--- config.mk ---
export PLATFORM = sky130hd
export DESIGN_NAME = npc_redirect_unit
export DESIGN_NICKNAME = d
export VERILOG_FILES = /design/src/rtl/npc_pkg.sv /design/src/rtl/npc_wrap_adder.sv /design/src/rtl/npc_target_mux.sv /design/src/rtl/npc_redirect_unit.sv
export SDC_FILE = /design/constraint.sdc
export NUM_CORES = 1
export LEC_CHECK = 0
export CAP_MARGIN = 5
export CORE_MARGIN = 2
export CORE_UTILIZATION = 40
export DETAILED_ROUTE_END_ITERATION = 16
export GPL_ROUTABILITY_DRIVEN = 1
export PLACE_DENSITY = 0.78
export SYNTH_ARGS = -nofsm -noshare
export SYNTH_HDL_FRONTEND = slang
export SYNTH_SLANG_ARGS = --single-unit
--- constraint.sdc ---
create_clock -name vclk -period 8.45
set_clock_uncertainty 0.2 [all_clocks]
set_input_delay 1.69 -clock vclk [all_inputs]
set_output_delay 1.69 -clock vclk [all_outputs]
set_load 0.02 [all_outputs]
--- src/rtl/npc_pkg.sv ---
package npc_pkg;
    localparam int unsigned ADDR_W    = 32;
    localparam int unsigned SEQ_STEP  = 4;
    localparam int unsigned TGT_SHIFT = 1;

    typedef logic [ADDR_W-1:0] addr_t;
endpackage

--- src/rtl/npc_wrap_adder.sv ---
module npc_wrap_adder #(
    parameter int unsigned W = 32
) (
    input  logic [W-1:0] op_a,
    input  logic [W-1:0] op_b,
    output logic [W-1:0] sum
);
    // carry out is dropped: modulo 2^W addition
    always_comb begin
        sum = op_a + op_b;
    end
endmodule

--- src/rtl/npc_target_mux.sv ---
module npc_target_mux #(
    parameter int unsigned W = 32
) (
    input  logic         indirect,
    input  logic [W-1:0] reg_based,
    input  logic [W-1:0] pc_based,
    output logic [W-1:0] target
);
    localparam logic [W-1:0] LSB_CLEAR = ~{{(W-1){1'b0}}, 1'b1};

    always_comb begin
        unique case (indirect)
            1'b1:    target = reg_based & LSB_CLEAR;
            default: target = pc_based;
        endcase
    end
endmodule

--- src/rtl/npc_redirect_unit.sv ---
module npc_redirect_unit
    import npc_pkg::*;
(
    input  logic [31:0] cur_pc,
    input  logic [31:0] imm_sx,
    input  logic        is_jalr,
    input  logic        is_branch,
    input  logic [31:0] alu_res,
    output logic [31:0] next_seq_pc,
    output logic [31:0] pc_rel,
    output logic [31:0] redirect_tgt,
    output logic        redirect_take
);
    localparam addr_t STEP_C = addr_t'(SEQ_STEP);

    addr_t imm_scaled;
    addr_t pc_scaled_sum;

    assign imm_scaled = imm_sx << TGT_SHIFT;

    npc_wrap_adder #(.W(ADDR_W)) u_seq (
        .op_a(cur_pc), .op_b(STEP_C), .sum(next_seq_pc)
    );

    npc_wrap_adder #(.W(ADDR_W)) u_rel (
        .op_a(cur_pc), .op_b(imm_sx), .sum(pc_rel)
    );

    npc_wrap_adder #(.W(ADDR_W)) u_tgt (
        .op_a(cur_pc), .op_b(imm_scaled), .sum(pc_scaled_sum)
    );

    npc_target_mux #(.W(ADDR_W)) u_mux (
        .indirect (is_jalr),
        .reg_based(alu_res),
        .pc_based (pc_scaled_sum),
        .target   (redirect_tgt)
    );

    always_comb begin
        redirect_take = is_jalr | (is_branch & alu_res[0]);
    end
endmodule

=== Word-level counts from Yosys, hierarchy flattened ===
Cells that the tools add are included.

* Register bits: 0
* Logic and storage cells: 6
* Bits of input ports: 98

* Bitwise logic cells: 2
* Muxes and demuxes: 1
* Add/subtract/negate cells: 3

{| class="wikitable"
|+ Operators with widths
! operator !! count
|-
| 32-bit adder || 2
|-
| 32-bit by 3-bit adder with 32-bit output (second input constant) || 1
|-
| 32-bit 2-to-1 mux || 1
|-
| 1-bit AND || 1
|-
| 1-bit OR || 1
|}

=== Depth between registers and ports, before layout ===
Gate-level depths: netlist (run 1).

* Word-level depth: 2
* Mapped depth: 10

=== By module ===
From an unflattened synthesis (run 1), not the netlist that was laid out.

* Cell total of the unflattened synthesis: 718
* Area, all modules: 5506.5 um2

{| class="wikitable"
|+ By module, submodules not included
! module !! times used !! cells each !! area each (um2)
|-
| npc_wrap_adder (u_rel) || 1 || 241 || 1744.2
|-
| npc_wrap_adder (u_tgt) || 1 || 236 || 1712.9
|-
| npc_wrap_adder (u_seq) || 1 || 202 || 1498.9
|-
| npc_target_mux || 1 || 36 || 535.5
|-
| npc_redirect_unit || 1 || 3 || 15.0
|}

=== Worst setup path after synthesis (run 1) ===
No wires, ideal clock.

* Path kind: in2out
* Start: in cur_pc[8]
* End: out pc_rel[29]
* Slack: 2.665 ns
* Path buffers: 1
* Data required time: 6.560 ns
* Arrival time: 3.895 ns
* Cell stages on the path: 9
* Path through: ha_1 -> buf_2 -> a2111oi_2 -> o21ai_1 -> o21a_1 -> nor4b_2 -> o31a_2 -> o22ai_1 -> a311oi_1

* Longest elaborated chain between the ends: 1

{| class="wikitable"
|+ RTL lines
! item !! line !! RTL
|-
| start, declared || npc_redirect_unit.sv:4 || <nowiki>input logic [31:0] cur_pc,</nowiki>
|-
| 32-bit adder || npc_wrap_adder.sv:10 || <nowiki>sum = op_a + op_b;</nowiki>
|-
| end, declared || npc_redirect_unit.sv:10 || <nowiki>output logic [31:0] pc_rel,</nowiki>
|}

Every way passes these cells.

=== Worst setup path after layout (run 1) ===
* Start: in cur_pc[0]
* End: out pc_rel[28]

Same word-level chain as after synthesis.

==> reports/results.txt, run 1 <==
Unrepaired setup endpoints after global routing - no
Synth area leader - ha_1
Area fraction of the dominant cell type after synthesis - 0.181
HPWL Detailed - 13700 um
Register area share after synthesis - 0
Die height - 107 um
Critical Path RT - 6.56 ns
Fin. max-slew vios - 0
CP Data Arrival Time - 5.30 ns
Area after DPL - 6320 sq um
First-pass GRT wire length - 25200 um
Setup Buffers After CTS - 0
Hold path start - cur_pc[0]
Crit-path max FO - 5
Hold depth - 2
Num sequential - 0
Routed length per placed instance - 16.8 um
Final net count - 987
Max Cap Violations - 0
Fraction of layout cells with a size suffix above 1 - 0.0194
CP Launch Point - cur_pc[0]
Die area - 11500 sq um
I/O Buffers - 195
Die width - 107 um
Hold WS - 4.21 ns
Post-layout minimum cycle time - 7.19 ns
Via Count - 5458
Initial antenna violation count - 0
Final period utilization - 0.851
Mean Syn Cell Area - 6.61 sq um
Final GP Congestion - 0.979
Iteration-0 DRC Markers - 309
Setup-failing EPs final - 0
Worst hold endpoint - next_seq_pc[0]
Synthesized cell area - 4280 sq um
Synth cell count leaders - 84 x nand2_1, 62 x ha_1, 61 x nor2_1, 57 x a21oi_1, 44 x xnor2_1
Number of clock buffers in the layout - 0
Worst-margin pin slew - 0.683 ns
Worst min-delay path category - input pin to primary output
CORE AREA - 10400 sq um
Flop pwr share - 0
Synth top area cells - ha_1 18%, xnor2_1 9.0%, nand2_1 7.4%
Filler Cells Inserted - 989
Internal Power - 0.000266 W
Storage cell area - 0 sq um
YS warnings - 0
F_max - 0.139 GHz
CTS hold repair buffers - 0
Number of global-route vias before repair - 5146
Pwr dens - 90.6 nW/um^2
Area of the multi-input gates - 4110 sq um
Global route overflow - 0
Overall Power - 0.000573 W
Synth unique cells - 61
Vias per std cell - 5.69
Most frequent cell after synthesis - nand2_1
Starting density of the core - 0.413
Relative max-transition margin - 0.533
Rows - 37
Leakage - 2.65 nW
Crit end category - primary output
Cell count after synthesis - 648
First-pass detailed-route iteration total - 5
Routed Antenna Nets - 0
Pin count of the biggest net entering global routing - 58
P_sw - 0.000306 W
Logic pwr share - 1.000
Final hold violations - 0
Total track usage - 0.263
Synth Net Count - 810
Routed wire length - 16100 um
Clk pwr share - 0
Area delta synth->final - 47.6%
DRC errors left - 0
VDD IR max - 0.0646 mV
Inserted Diodes - 0
Sw Share - 0.535
# IOs - 195
Final non-filler cell area - 6320 sq um
WS Path Type - input pin to primary output
Final TNS setup - 0 ns
Post_cts resized - 0
Critical Path Source Type - input pin
Status - completed
## power by group through the flow
stage	Combinational, W	Clock, W	Sequential, W
after floorplan	0.000329	0	0
after global placement	0.000558	0	0
after detailed placement	0.000565	0	0
after CTS	0.000569	0	0
after global routing	0.000615	0	0
final	0.000573	0	0
## how the worst max path moves through the flow
| stage | slack [ns] | to |
|---|---|---|
| finish | 1.26 | pc_rel[28] |
| floorplan | 2.67 | pc_rel[29] |
| global route | 1.19 | pc_rel[31] |
| detailed placement | 1.35 | pc_rel[28] |
| CTS | 1.35 | pc_rel[28] |
| global placement | 1.45 | pc_rel[28] |
## placed cells by master, fill, tap and decap left out, types with 3 or more instances in the layout
master           Yosys  layout
o21ai_0             42      42
nand2b_1             7       7
o21ai_1              4       4
o211ai_1             9       9
a21o_1              35      35
xnor2_1             44      44
or3_1                4       4
o22ai_1              3       3
and2_1               5       5
nor3_1              16      16
nor2b_1              5       5
nand2_1             84      84
a211oi_1            10      10
o21bai_1            10      10
clkdlybuf4s50_1      0     194
a31oi_1              3       3
inv_1               20      20
a21boi_0             4       4
mux2i_1              3       3
a221oi_1             3       3
o31ai_1              6       6
and4_1               5       5
a311oi_1             6       6
ha_1                62      62
a21oi_1             57      57
o31a_1               3       3
nand4_1             10      10
nand3_1             25      25
nor2_1              61      61
o21a_1              11      11
xor2_1              26      26
and3_1              11      11
## per-stage QoR
stage | setup slack, ns | instances | util
floorplan | 2.67 | 648 | -
global placement | 1.45 | 959 | 0.609
finish | 1.26 | 959 | 0.609
CTS | 1.35 | 959 | 0.609
detailed placement | 1.35 | 959 | 0.609
global route | 1.19 | 959 | 0.609
## layout make-up
cell class                 count  share of cell area
timing repair buffer         197               0.310
inverter                      21              0.0125
tap                          136              0.0269
multi-input combinational    605               0.650
## metal layers
metal	wire, um	GRT usage	vias to the layer above
li1	-	-	2768
met3	841	0.0109	20
met5	0	0	-
met1	7530	0.373	2492
met2	7490	0.447	178
met4	238	0.0421	0
## worst max-delay path, stage by stage
cell	delay (ns)
clkdlybuf4s50_1	0.45
ha_1	0.26
fa_1	0.45
a211oi_1	0.29
o21bai_1	0.14
a21oi_1	0.48
o311ai_2	0.19
a31oi_1	0.37
o41ai_1	0.14
xnor2_1	0.19
clkdlybuf4s50_1	0.65
## logic make-up (layout without fill, tap and decap cells)
group / count (synthesis) / count (layout) / share of synthesized area
simple gates: 241 / 241 / 0.264
compound gates: 225 / 225 / 0.350
xor+xnor: 70 / 70 / 0.143
buf+inv: 43 / 218 / 0.0403
mux: 5 / 5 / 0.0123
fa+ha+maj: 64 / 64 / 0.191
Note: power is estimated with default switching activity, not from simulation.
==> run 2, diff against run 1 <==
--- a/config.mk
+++ b/config.mk
@@ -11,6 +11,7 @@
 export DETAILED_ROUTE_END_ITERATION = 16
 export GPL_ROUTABILITY_DRIVEN = 1
 export PLACE_DENSITY = 0.78
+export SETUP_SLACK_MARGIN = 0.02
 export SYNTH_ARGS = -nofsm -noshare
 export SYNTH_HDL_FRONTEND = slang
 export SYNTH_SLANG_ARGS = --single-unit
==> results of run 2 <==
The final DEF is identical to that of run 1; final timing and power are the same.
